File: config.mk
export PLATFORM = sky130hd
export DESIGN_NAME = fbc_bounds_unit
export DESIGN_NICKNAME = d
export VERILOG_FILES = /design/src/rtl/fbc_pkg.sv /design/src/rtl/fbc_class.sv /design/src/rtl/fbc_order.sv /design/src/rtl/fbc_lane.sv /design/src/rtl/fbc_bounds_unit.sv
export SDC_FILE = /design/constraint.sdc
export NUM_CORES = 1
export LEC_CHECK = 0
export BUFFER_PORTS_ARGS = -buffer_cell sky130_fd_sc_hd__buf_2
export CAP_MARGIN = 20
export CELL_PAD_IN_SITES_DETAIL_PLACEMENT = 1
export CELL_PAD_IN_SITES_GLOBAL_PLACEMENT = 1
export CORE_UTILIZATION = 34
export DETAILED_ROUTE_END_ITERATION = 8
export PLACE_DENSITY = 0.8
export RECOVER_POWER = 50
export SETUP_SLACK_MARGIN = 0.1
export SKIP_LAST_GASP = 1
export SLEW_MARGIN = 20
export SYNTH_ARGS = -nofsm -noshare
export SYNTH_HDL_FRONTEND = slang
export SYNTH_SLANG_ARGS = --single-unit
File: constraint.sdc
create_clock -name clk -period 3.2 [get_ports clk]
set_clock_uncertainty 0.15 [all_clocks]
set_input_delay 0.32 -clock clk [delete_from_list [all_inputs] [get_ports clk]]
set_output_delay 0.32 -clock clk [all_outputs]
set_load 0.1 [all_outputs]
File: src/rtl/fbc_pkg.sv
package fbc_pkg;

    // Condition field layout; bit order is decoded by the consumer.
    typedef struct packed {
        logic lt;
        logic gt;
        logic eq;
        logic so;
    } cond_t;

    localparam int COND_W = $bits(cond_t);

endpackage

File: src/rtl/fbc_class.sv
// Classifies one float and maps it to a key whose unsigned order
// matches float order for non-NaN values (zeros handled separately).
module fbc_class #(
    parameter int EXP_W = 8,
    parameter int MAN_W = 23
) (
    input  logic [EXP_W+MAN_W:0] val,
    output logic                 is_nan,
    output logic                 is_zero,
    output logic [EXP_W+MAN_W:0] key
);
    localparam int W = EXP_W + MAN_W + 1;

    logic [EXP_W-1:0] exp_f;
    logic [MAN_W-1:0] man_f;
    logic             sign_f;

    always_comb begin
        sign_f  = val[W-1];
        exp_f   = val[W-2:MAN_W];
        man_f   = val[MAN_W-1:0];
        is_nan  = (&exp_f) && (|man_f);
        is_zero = ~|val[W-2:0];
        if (sign_f) begin
            key = ~val;
        end else begin
            key = {1'b1, val[W-2:0]};
        end
    end
endmodule

File: src/rtl/fbc_order.sv
// Strict "x greater than y" for two non-NaN values given their keys.
module fbc_order #(
    parameter int W = 32
) (
    input  logic [W-1:0] key_x,
    input  logic [W-1:0] key_y,
    input  logic         zero_x,
    input  logic         zero_y,
    output logic         x_gt_y
);
    always_comb begin
        x_gt_y = !(zero_x && zero_y) && (key_x > key_y);
    end
endmodule

File: src/rtl/fbc_lane.sv
// One lane: high-edge and low-edge violation flags.
module fbc_lane #(
    parameter int EXP_W = 8,
    parameter int MAN_W = 23
) (
    input  logic [EXP_W+MAN_W:0] lane_a,
    input  logic [EXP_W+MAN_W:0] lane_b,
    output logic                 above_hi,
    output logic                 below_lo
);
    localparam int W = EXP_W + MAN_W + 1;

    logic [W-1:0] neg_b;
    logic [W-1:0] key_a, key_b, key_nb;
    logic         nan_a, nan_b, nan_nb;
    logic         zero_a, zero_b, zero_nb;
    logic         a_gt_b, nb_gt_a;

    always_comb begin
        neg_b = {~lane_b[W-1], lane_b[W-2:0]};
    end

    fbc_class #(.EXP_W(EXP_W), .MAN_W(MAN_W)) i_cls_a (
        .val(lane_a), .is_nan(nan_a), .is_zero(zero_a), .key(key_a)
    );
    fbc_class #(.EXP_W(EXP_W), .MAN_W(MAN_W)) i_cls_b (
        .val(lane_b), .is_nan(nan_b), .is_zero(zero_b), .key(key_b)
    );
    fbc_class #(.EXP_W(EXP_W), .MAN_W(MAN_W)) i_cls_nb (
        .val(neg_b), .is_nan(nan_nb), .is_zero(zero_nb), .key(key_nb)
    );

    fbc_order #(.W(W)) i_cmp_hi (
        .key_x(key_a), .key_y(key_b), .zero_x(zero_a), .zero_y(zero_b),
        .x_gt_y(a_gt_b)
    );
    fbc_order #(.W(W)) i_cmp_lo (
        .key_x(key_nb), .key_y(key_a), .zero_x(zero_nb), .zero_y(zero_a),
        .x_gt_y(nb_gt_a)
    );

    always_comb begin
        // nan_nb equals nan_b; both kept so each comparator sees its own class
        above_hi = nan_a || nan_b  || a_gt_b;
        below_lo = nan_a || nan_nb || nb_gt_a;
    end
endmodule

File: src/rtl/fbc_bounds_unit.sv
module fbc_bounds_unit
    import fbc_pkg::*;
#(
    parameter int LANES = 4,
    parameter int EXP_W = 8,
    parameter int MAN_W = 23
) (
    input  logic                                 clk,
    input  logic                                 rst,
    input  logic                                 in_valid,
    input  logic [LANES*(EXP_W+MAN_W+1)-1:0]     opnd_a,
    input  logic [LANES*(EXP_W+MAN_W+1)-1:0]     opnd_b,
    input  logic                                 rec_en,
    output logic                                 out_valid,
    output logic [LANES*(EXP_W+MAN_W+1)-1:0]     result,
    output logic [3:0]                           cond,
    output logic                                 cond_we
);
    localparam int LANE_W = EXP_W + MAN_W + 1;
    localparam int VEC_W  = LANES * LANE_W;

    typedef struct packed {
        logic             vld;
        logic [VEC_W-1:0] res;
        cond_t            cnd;
        logic             we;
    } state_t;

    state_t           st_d, st_q;
    logic [LANES-1:0] hi_flag, lo_flag;
    logic [VEC_W-1:0] lane_res;

    for (genvar g = 0; g < LANES; g++) begin : g_lane
        fbc_lane #(.EXP_W(EXP_W), .MAN_W(MAN_W)) i_lane (
            .lane_a  (opnd_a[g*LANE_W +: LANE_W]),
            .lane_b  (opnd_b[g*LANE_W +: LANE_W]),
            .above_hi(hi_flag[g]),
            .below_lo(lo_flag[g])
        );
        assign lane_res[g*LANE_W +: LANE_W] = {hi_flag[g], lo_flag[g], {(LANE_W-2){1'b0}}};
    end

    always_comb begin
        st_d     = st_q;
        st_d.vld = in_valid;
        st_d.we  = in_valid && rec_en;
        if (in_valid) begin
            st_d.res = lane_res;
            if (rec_en) begin
                st_d.cnd.lt = 1'b0;
                st_d.cnd.gt = 1'b0;
                st_d.cnd.eq = ~|{hi_flag, lo_flag};
                st_d.cnd.so = 1'b0;
            end else begin
                st_d.cnd = '0;
            end
        end
    end

    always_ff @(posedge clk) begin
        if (rst) begin
            st_q <= '0;
        end else begin
            st_q <= st_d;
        end
    end

    assign out_valid = st_q.vld;
    assign result    = st_q.res;
    assign cond      = st_q.cnd;
    assign cond_we   = st_q.we;
endmodule

## Word-level counts from Yosys, hierarchy flattened

Cells that the tools add are included.

| storage, ports and cells | value |
|---|---|
| logic and storage cells | 115 |
| flip-flop bits (word level) | 14 |

| cells by class | value |
|---|---|
| mux-type cells | 13 |
| reductions and logical operators | 71 |
| $lt $le $gt $ge | 8 |
| bitwise gates (word level) | 16 |

Operators with widths:

| kind | count |
|---|---|
| two-way mux 32 bit | 12 |
| NOT 32 bit | 12 |
| greater-than comparator 32 bit | 8 |
| OR reduction 31 bit | 8 |
| OR reduction 23 bit | 8 |
| AND reduction 8 bit | 8 |
| logical AND 1 bit | 21 |
| zero test 1 bit | 13 |
| logical OR 1 bit | 12 |
| OR reduction 8 bit | 1 |
| NOT 1 bit | 4 |
| two-way mux 2 bit | 1 |

## Logic depth before layout (Yosys ltp)

Gate-level depths: netlist (run 1).

| logic depth | value |
|---|---|
| depth after elaboration | 9 |
| mapped depth | 13 |
| mapped depth without buffers | 11 |

## Hierarchy

Synthesis (run 1) repeated with hierarchy kept, for this count alone.

| second synthesis, totals | value |
|---|---|
| cell total of the unflattened synthesis | 1685 |
| area total of the unflattened synthesis | 12839.8 um^2 |

Modules (own cells, without submodules):

| module | instances | area an instance (um^2) | cells an instance |
|---|---|---|---|
| fbc_order | 8 | 823.3 | 111 |
| fbc_class | 12 | 405.4 | 52 |
| fbc_bounds_unit | 1 | 1323.8 | 161 |
| fbc_lane | 4 | 16.3 | 3 |

## Worst setup path before layout (run 1)

No wires, ideal clock.

| timing path | value |
|---|---|
| path kind | input port to flip-flop |
| from | in opnd_b[63] |
| to | reg st_q, in the netlist cond[1] |
| path slack | -0.190 ns |
| data required time | 2.987 ns |
| buffers on the path | 2 |
| arrival time | 3.177 ns |
| library setup time | 0.063 ns |
| stages | 12 |
| cells stage by stage | clkbuf_1 clkbuf_1 xnor2_1 ha_1 a21o_1 a221o_1 a211o_1 a221oi_2 o221ai_2 a31o_1 nor4_2 a32o_1 |

| on the way | value |
|---|---|
| cells in the longest elaborated chain, start to end | 9 |
| elaborated cells on any way between the ends | 14 |
| classes of those cells | 2 x order compare; 3 x mux; 3 x bitwise; 6 x reduce/logical |

RTL lines:

| item | RTL line | RTL |
|---|---|---|
| from (decl) | fbc_bounds_unit.sv:12 | `input logic [LANES*(EXP_W+MAN_W+1)-1:0] opnd_b,` |
| NOT 1 bit | fbc_lane.sv:20 | `neg_b = {~lane_b[W-1], lane_b[W-2:0]};` |
| NOT 32 bit | fbc_class.sv:25 | `key = ~val;` |
| two-way mux 32 bit | fbc_class.sv:24 | `if (sign_f) begin` |
| greater-than comparator 32 bit | fbc_order.sv:12 | `x_gt_y = !(zero_x && zero_y) && (key_x > key_y);` |
| logical AND 1 bit | fbc_order.sv:12 |  |
| logical OR 1 bit | fbc_lane.sv:45 | `below_lo = nan_a \|\| nan_nb \|\| nb_gt_a;` |
| OR reduction 8 bit * | fbc_bounds_unit.sv:52 | `st_d.cnd.eq = ~\|{hi_flag, lo_flag};` |
| zero test 1 bit * | fbc_bounds_unit.sv:52 |  |
| two-way mux 2 bit * | fbc_bounds_unit.sv:49 | `if (rec_en) begin` |
| to (signal assigned) | fbc_bounds_unit.sv:64 | `st_q <= st_d;` |
| to (decl) | fbc_bounds_unit.sv:29 | `state_t st_d, st_q;` |

Every way passes the cells marked *; elsewhere a longest branch is shown, timed or not.
A chain may end at the register's enable or synchronous reset.

## Worst setup path in the final report (run 1)

| timing path | value |
|---|---|
| from | in opnd_a[63] |
| to | reg st_q, in the netlist cond[1] |

| on the way | value |
|---|---|
| cells in the longest elaborated chain, start to end | 8 |
| elaborated cells on any way between the ends | 11 |
| classes of those cells | 2 x order compare; 2 x mux; 1 x bitwise; 6 x reduce/logical |

RTL lines:

| item | RTL line | RTL |
|---|---|---|
| from (decl) | fbc_bounds_unit.sv:11 | `input logic [LANES*(EXP_W+MAN_W+1)-1:0] opnd_a,` |
| NOT 32 bit | fbc_class.sv:25 |  |
| two-way mux 32 bit * | fbc_class.sv:24 |  |
| greater-than comparator 32 bit | fbc_order.sv:12 |  |
| logical AND 1 bit | fbc_order.sv:12 |  |
| logical OR 1 bit (on tied branches) | fbc_lane.sv:45, fbc_lane.sv:44 |  |
| OR reduction 8 bit * | fbc_bounds_unit.sv:52 |  |
| zero test 1 bit * | fbc_bounds_unit.sv:52 |  |
| two-way mux 2 bit * | fbc_bounds_unit.sv:49 |  |

Marked as above.

==> results of run 1 <==
-- sequential cells by signal (all words and copies together), names as in the netlist --
register   count
result         8
cond_we        1
out_valid      1
cond           1
-- metrics by stage --
| step | worst slack, ns | util (%) | hold slack, ns | TNS (ns) |
|---|---|---|---|---|
| 4_1_cts | 0.111 | 41.9 | 0.235 | 0 |
| 3_3_place_gp | -0.178 | 41.6 | 0.315 | -0.354 |
| 5_1_grt | 0.0759 | 42.1 | 0.253 | 0 |
| 6_report | 0.212 | 42.1 | 0.229 | 0 |
| 3_5_place_dp | -0.251 | 41.6 | 0.331 | -0.806 |
| 2_1_floorplan | 0.100 | - | 0.341 | 0 |
-- worst paths after layout --
| kind | start | to | slack, ns | cells after the start |
|---|---|---|---|---|
| max | opnd_a[63] | cond[1] | 0.21 | 15 |
| min | rst | out_valid | 0.23 | 2 |
| max reg2reg | result[95] | result[95] | 2.30 | 2 |
| min reg2reg | result[31] | result[31] | 0.34 | 2 |
-- routing by layer --
metal  part of all wire (%)  track usage (%)
met5                      0                0
met4                    1.9             4.97
met3                    3.7             1.86
met2                     51             40.6
met1                     43             25.3
-- Yosys cell counts (3+ instances only) --
cell type / count / share of area [%]
sky130_fd_sc_hd__ha_1: 256 / 29
sky130_fd_sc_hd__xnor2_1: 216 / 17
sky130_fd_sc_hd__inv_1: 141 / 4.7
sky130_fd_sc_hd__xor2_1: 128 / 10
sky130_fd_sc_hd__buf_4: 123 / 8.2
sky130_fd_sc_hd__a21oi_1: 94 / 4.2
sky130_fd_sc_hd__nor4_1: 64 / 3.6
sky130_fd_sc_hd__nand4_1: 59 / 3.3
sky130_fd_sc_hd__nand2_1: 42 / 1.4
sky130_fd_sc_hd__nor2_1: 42 / 1.4
sky130_fd_sc_hd__nand3_1: 30 / 1.3
sky130_fd_sc_hd__a21o_1: 23 / 1.5
sky130_fd_sc_hd__clkbuf_1: 22 / 0.74
sky130_fd_sc_hd__nand4b_1: 21 / 1.6
sky130_fd_sc_hd__buf_1: 20 / 0.67
sky130_fd_sc_hd__nor3_1: 17 / 0.76
sky130_fd_sc_hd__o21ai_0: 15 / 0.67
sky130_fd_sc_hd__a211oi_1: 14 / 0.94
sky130_fd_sc_hd__nor2b_1: 12 / 0.67
sky130_fd_sc_hd__o21bai_1: 12 / 0.80
sky130_fd_sc_hd__dfxtp_1: 11 / 2.0
sky130_fd_sc_hd__o211ai_1: 9 / 0.60
sky130_fd_sc_hd__o31ai_1: 9 / 0.60
sky130_fd_sc_hd__a221oi_1: 8 / 0.62
sky130_fd_sc_hd__or3_1: 7 / 0.39
sky130_fd_sc_hd__and4_1: 5 / 0.39
sky130_fd_sc_hd__nand2b_1: 4 / 0.22
sky130_fd_sc_hd__o2111ai_1: 4 / 0.31
sky130_fd_sc_hd__or4_1: 4 / 0.27
sky130_fd_sc_hd__a221o_1: 3 / 0.27
-- repair_timing --
item / in CTS / in global routing
setup buffers: 0 / 0
pin swaps: 0 / 1
hold buffers: 0 / 0
resized for setup: 5 / 13
gates cloned: 0 / 0
setup endpoints to repair: 2 / 4
-- cell usage in the layout, fill, tap and decap left out, types with 4 or more instances in the layout --
| cell | count |
|---|---|
| sky130_fd_sc_hd__inv_1 | 141 |
| sky130_fd_sc_hd__o2111ai_1 | 4 |
| sky130_fd_sc_hd__buf_12 | 13 |
| sky130_fd_sc_hd__nor4_1 | 63 |
| sky130_fd_sc_hd__nand3_1 | 30 |
| sky130_fd_sc_hd__nor2b_1 | 12 |
| sky130_fd_sc_hd__nor2_1 | 41 |
| sky130_fd_sc_hd__buf_2 | 256 |
| sky130_fd_sc_hd__o21bai_1 | 12 |
| sky130_fd_sc_hd__xor2_1 | 127 |
| sky130_fd_sc_hd__nand2_1 | 42 |
| sky130_fd_sc_hd__or3_1 | 7 |
| sky130_fd_sc_hd__clkbuf_1 | 10 |
| sky130_fd_sc_hd__xnor2_1 | 214 |
| sky130_fd_sc_hd__nand2b_1 | 4 |
| sky130_fd_sc_hd__nor3_1 | 17 |
| sky130_fd_sc_hd__dfxtp_1 | 11 |
| sky130_fd_sc_hd__ha_1 | 256 |
| sky130_fd_sc_hd__a211oi_1 | 13 |
| sky130_fd_sc_hd__nand4b_1 | 21 |
| sky130_fd_sc_hd__o31ai_1 | 9 |
| sky130_fd_sc_hd__o211ai_1 | 9 |
| sky130_fd_sc_hd__nand4_1 | 59 |
| sky130_fd_sc_hd__and4_1 | 5 |
| sky130_fd_sc_hd__a21oi_1 | 94 |
| sky130_fd_sc_hd__o21ai_0 | 15 |
| sky130_fd_sc_hd__a21o_1 | 23 |
| sky130_fd_sc_hd__a221oi_1 | 7 |
| sky130_fd_sc_hd__buf_4 | 103 |
| sky130_fd_sc_hd__conb_1 | 123 |
-- layout make-up --
type	instances	share of cell area (%)
Clock inverter	1	0.0365
Inverter	141	3.86
Sequential cell	11	1.61
Antenna cell	2	0.0365
Clock buffer	3	0.548
Multi-Input combinational cell	1252	72.4
Timing Repair Buffer	386	17.5
Tap cell	442	4.04
-- power by group --
part | switching, W | internal (W) | leakage, nW
sequential | 0.00000654 | 0.000148 | 0.0909
clock | 0.0000721 | 0.000166 | 0.0409
combinational | 0.00208 | 0.00118 | 6.67
total | 0.00216 | 0.00150 | 6.80
-- cells by family (layout without fill, tap and decap cells) --
group / count (synthesis) / in the layout / share of synthesized area [%]
XOR/XNOR: 344 / 344 / 26.8
AND/OR/NAND/NOR: 314 / 314 / 15.8
adder cells (fa/ha/maj): 256 / 256 / 28.5
buffers and inverters: 306 / 531 / 14.3
multiplexers: 2 / 2 / 0.178
AO/OA/AOI/OAI: 213 / 213 / 12.3
flip-flops: 11 / 11 / 1.96
other: 1 / 125 / 0.0334
==> results.toml, run 1 <==
[hold_path]
hold_class = "primary input to register"

[layout]
multi_input_area_mm2 = 0.00991
register_area_um2 = 220
area_growth_pct = 21.9
finish.cell_count_without_fillers = 2238
post_route_cells_drive_above_1_share_pct = 22.0
final_area_mm2 = 0.0137
layout.filler_cells = 4219
finalNetCount = 2311

[clocking]
htree_levels = 1
clockRootBuffer = "sky130_fd_sc_hd__clkbuf_16"
numClockSinks = 11
tritoncts.num_buffers = 3
cts.clk_slew.worst_paths_ns = 0.05
clock_latency_on_the_worst_skew_pair_ns = 0.24
max_clock_buf_depth = 2
cts_tree = "done"

[power]
power_density_relative_to_cell_area_mw_per_mm2 = 267
power.leakage_nw = 6.80
max-vdd-ir-drop_v = 0.000133
total_power_w = 0.00365

[status]
outcome = "completed"

[worst_setup_path]
timing.setup.critical_path_class = "primary input to register"
crit_path_frequent_cell = "sky130_fd_sc_hd__buf_4"
critical_path_startpoint_category = "primary input"
critPathArrivalTime_ns = 3.02
wp_buf_inv = 5
timing.critical_path.max_delay_family = "compound AO/OA/AOI/OAI gates"
timing.critical_path.to_type = "register"
required_ns = 3.23
critical_path_peak_fanout = 16
critical_path.cell_chain = "buf_2, buf_4, buf_12, xor2_1, inv_1, ha_1, a21o_1, a21oi_1, o21bai_1, a211oi_2, buf_4, o221ai_2, a31o_1, nor4_2, a32o_1"
worst_path_max_delay_cell = "sky130_fd_sc_hd__ha_1"
max_stage_delay_ns = 0.29

[floorplanning]
die_height_um = 184
core.rowCount = 66
floorplan.die_area_mm2 = 0.0338
core_mm2 = 0.0325
io_pins = 394
dieWidth_um = 184
start_util_pct = 34.5

[sta]
post-route-min-period_ns = 2.99
rsz0062_at_grt = "yes"
clock.fmax_mhz = 335
final.period_utilization_pct = 93.4
setup_viol = 0
timing.final.hold_violations = 0
slew_headroom_pct = 13.9
tightestPinTransition_ns = 1.30
timing.final.max_slew_violations = 0

[yosys]
synth_area_per_cell_um2 = 7.76
synth_edf_count = 0
synthCells = 1447
postSynthRegisterBits = 11
yosys_most_used_dff = "sky130_fd_sc_hd__dfxtp_1"
mappedNetlistArea_mm2 = 0.0112
synth.distinct_cells = 54
synth_seq_area_share_pct = 1.96
yosys_warnings = 0
share_of_synthesized_flip_flops_with_an_asynchronous_set_or_reset_pct = 0

[global_route]
antenna_violations_before_repair = 2
globalRoute.totalOverflow = 0
via_count_of_the_first_global_routing_pass = 11900
grt_util_all_layers_pct = 21.3
grt_first_pass_wirelength_um = 58500
grt_start_max_net_pins = 20

[route]
drt_wl_cell_um = 16.6
post-route-drc-count = 0
antenna_violating_nets_left = 0
routed_wl_um = 37100
routed_via_density = 5.00
initialDrtViolationCount = 288
route.vias.total = 11200
initial_drt_pass_iterations = 4

[flow_run]
max_cap_violations = 0

[placement]
placed_area_mm2 = 0.0135
port_buffers = 270
place_hpwl_um = 33800
dp.cells = 2232
gp_congestion = 0.917
Power figures use the tool's default switching activity.
==> inputs of run 2 (changes only) <==
- CORE_UTILIZATION: 34 -> 41
- PLACE_DENSITY: 0.8 -> 0.89
- clock period: 3.2 -> 3.8 ns (I/O delays scaled with it)
==> run 2 against run 1 <==
  * Worst setup slack gained 0.16 ns
  * Core utilization is 5.1 points higher
  * Sequential share of layout area increased by 0.12 points
  * Wire length is 2.7% lower
  * Cell count is 8.3% lower
==> results.toml, run 2 (same netlist as run 1, synthesis figures left out) <==
[status]
outcome = "completed"

[global_route]
grt_util_all_layers_pct = 24.8
grt_start_max_net_pins = 29
antenna_violations_before_repair = 5
globalRoute.totalOverflow = 0
via_count_of_the_first_global_routing_pass = 11800
grt_first_pass_wirelength_um = 57600

[layout]
number_of_flip_flops_under_the_largest_register_name = 8
most-common-layout-cells = "sky130_fd_sc_hd__buf_2, sky130_fd_sc_hd__ha_1, sky130_fd_sc_hd__xnor2_1, sky130_fd_sc_hd__inv_1, sky130_fd_sc_hd__xor2_1"
finalNetCount = 2225
layout.filler_cells = 3467
area_growth_pct = 13.2
final_common_cell = "sky130_fd_sc_hd__buf_2"
post_route_cells_drive_above_1_share_pct = 17.4

[sta]
rsz0062_at_grt = "no"
slew_headroom_pct = 15.7
tns_ns = 0
post-route-worst-setup-slack_ns = 0.369
final.period_utilization_pct = 90.3
tightestPinTransition_ns = 1.27
timing.final.max_slew_violations = 0
post-route-min-period_ns = 3.43
clock.fmax_mhz = 291
timing.final.hold_violations = 0
setup_viol = 0

[worst_setup_path]
startpoint = "opnd_a[95]"
timing.setup.critical_path_class = "primary input to register"
critical_path_peak_fanout = 16
critPathArrivalTime_ns = 3.41
cp-endpoint = "cond[1]"
max_stage_delay_ns = 0.44
r2r_end = "result[95]"
required_ns = 3.78
r2r_setup_slack_ns = 2.95
worst_path_max_delay_cell = "sky130_fd_sc_hd__a211oi_1"
critical_path_startpoint_category = "primary input"
timing.critical_path.to_type = "register"
timing.critical_path.max_delay_family = "compound AO/OA/AOI/OAI gates"
timing.reg2reg.worst_path_depth = 2
wp_buf_inv = 3
critical_path.reg2reg.startpoint = "result[95]"
critical_path.cell_chain = "buf_2, xor2_1, inv_1, ha_1, nand4b_1, nor3_1, buf_4, nand4_1, a211oi_1, nor4_1, o21bai_1, nor4_2, a32o_1"
cp.depth = 13

[floorplanning]
floorplan.die_area_mm2 = 0.0281
die_height_um = 168
core.rowCount = 60
io_pins = 394
core_mm2 = 0.0270
dieWidth_um = 168
start_util_pct = 41.7

[clocking]
post_cts_resize_count = 0
cts_hold_buf = 0
tritoncts.num_buffers = 3
clockRootBuffer = "sky130_fd_sc_hd__clkbuf_16"
htree_levels = 1
cts.clk_slew.worst_paths_ns = 0.04
postCtsSetupBuffers = 0
numClockSinks = 11
clock_latency_on_the_worst_skew_pair_ns = 0.23
max_clock_buf_depth = 2
cts_tree = "done"

[placement]
gp_congestion = 0.926
port_buffers = 270
pre_cts_slack_ns = 0.179
place_hpwl_um = 32400

[route]
route.vias.total = 11100
routed_via_density = 5.38
drt_wl_cell_um = 17.6
initialDrtViolationCount = 412
post-route-drc-count = 0
antenna_violating_nets_left = 0
initial_drt_pass_iterations = 4
routed_wl_um = 36100

[power]
max-vdd-ir-drop_v = 0.000149
power_density_relative_to_cell_area_mw_per_mm2 = 228
power.leakage_nw = 6.31

[hold_path]
hold_class = "primary input to register"

[flow_run]
max_cap_violations = 0
-- run 2: changes by cell type in the layout (fill, tap and decap cells not counted), sizes merged --
cell and delta:
buf -86, clkbuf +1, clkinv -1, diode +2
-- run 2: cell type report --
type | instances | area [um^2] | area share, %
multi-input cells | 1252 | 9860 | 77.6
repair buffers | 300 | 1590 | 12.5
inverters | 141 | 529 | 4.16
well taps | 341 | 427 | 3.36
flip-flops and latches | 11 | 220 | 1.73
clock buffers | 4 | 78.8 | 0.620
diodes | 4 | 10.0 | 0.0787
-- run 2: power by group --
part           internal [W]  switching (W)  leakage (nW)
clock network      0.000141      0.0000495        0.0382
registers          0.000125     0.00000490        0.0909
logic              0.000862        0.00172          6.18
-- run 2: how the worst min path moves through the flow --
stage | cells past startpoint | endpoint | slack (ns) | start
final | 2 | cond_we | 0.29 | rec_en
after global routing | 2 | cond_we | 0.30 | rec_en
after CTS | 2 | cond_we | 0.29 | rec_en
after detailed placement | 2 | result[126] | 0.33 | result[126]
after global placement | 2 | result[31] | 0.32 | result[31]
after floorplan | 1 | cond_we | 0.40 | in_valid
-- run 2: stage by stage --
stage / hold WS (ns) / area (um^2) / utilization [%] / cells / total power, W
final: 0.287 / 12700 / 47.2 / 2053 / 0.00290
after global routing: 0.303 / 12700 / 47.2 / 2051 / 0.00316
after CTS: 0.286 / 12700 / 47.2 / 2049 / 0.00290
after detailed placement: 0.334 / 12600 / 46.9 / 2045 / 0.00270
after global placement: 0.317 / 12600 / 46.9 / 2045 / 0.00257
after floorplan: 0.401 / 11700 / - / 1569 / 0.00209
-- run 2: layer usage --
| metal | share of wire [%] | global-route usage (%) | vias up | wire length, um |
|---|---|---|---|---|
| met4 | 2.6 | 6.50 | 4 | 926 |
| met1 | 41 | 28.0 | 5287 | 14900 |
| li1 | - | - | 5378 | - |
| met5 | 0.072 | 0 | - | 26 |
| met2 | 52 | 48.1 | 309 | 18600 |
| met3 | 4.6 | 3.62 | 72 | 1650 |
-- run 2: worst reg2reg max path, stage by stage, from the launching register on --
cell and delay, ns:
sky130_fd_sc_hd__dfxtp_1 0.33, sky130_fd_sc_hd__nor2_1 0.05, sky130_fd_sc_hd__a211oi_1 0.23
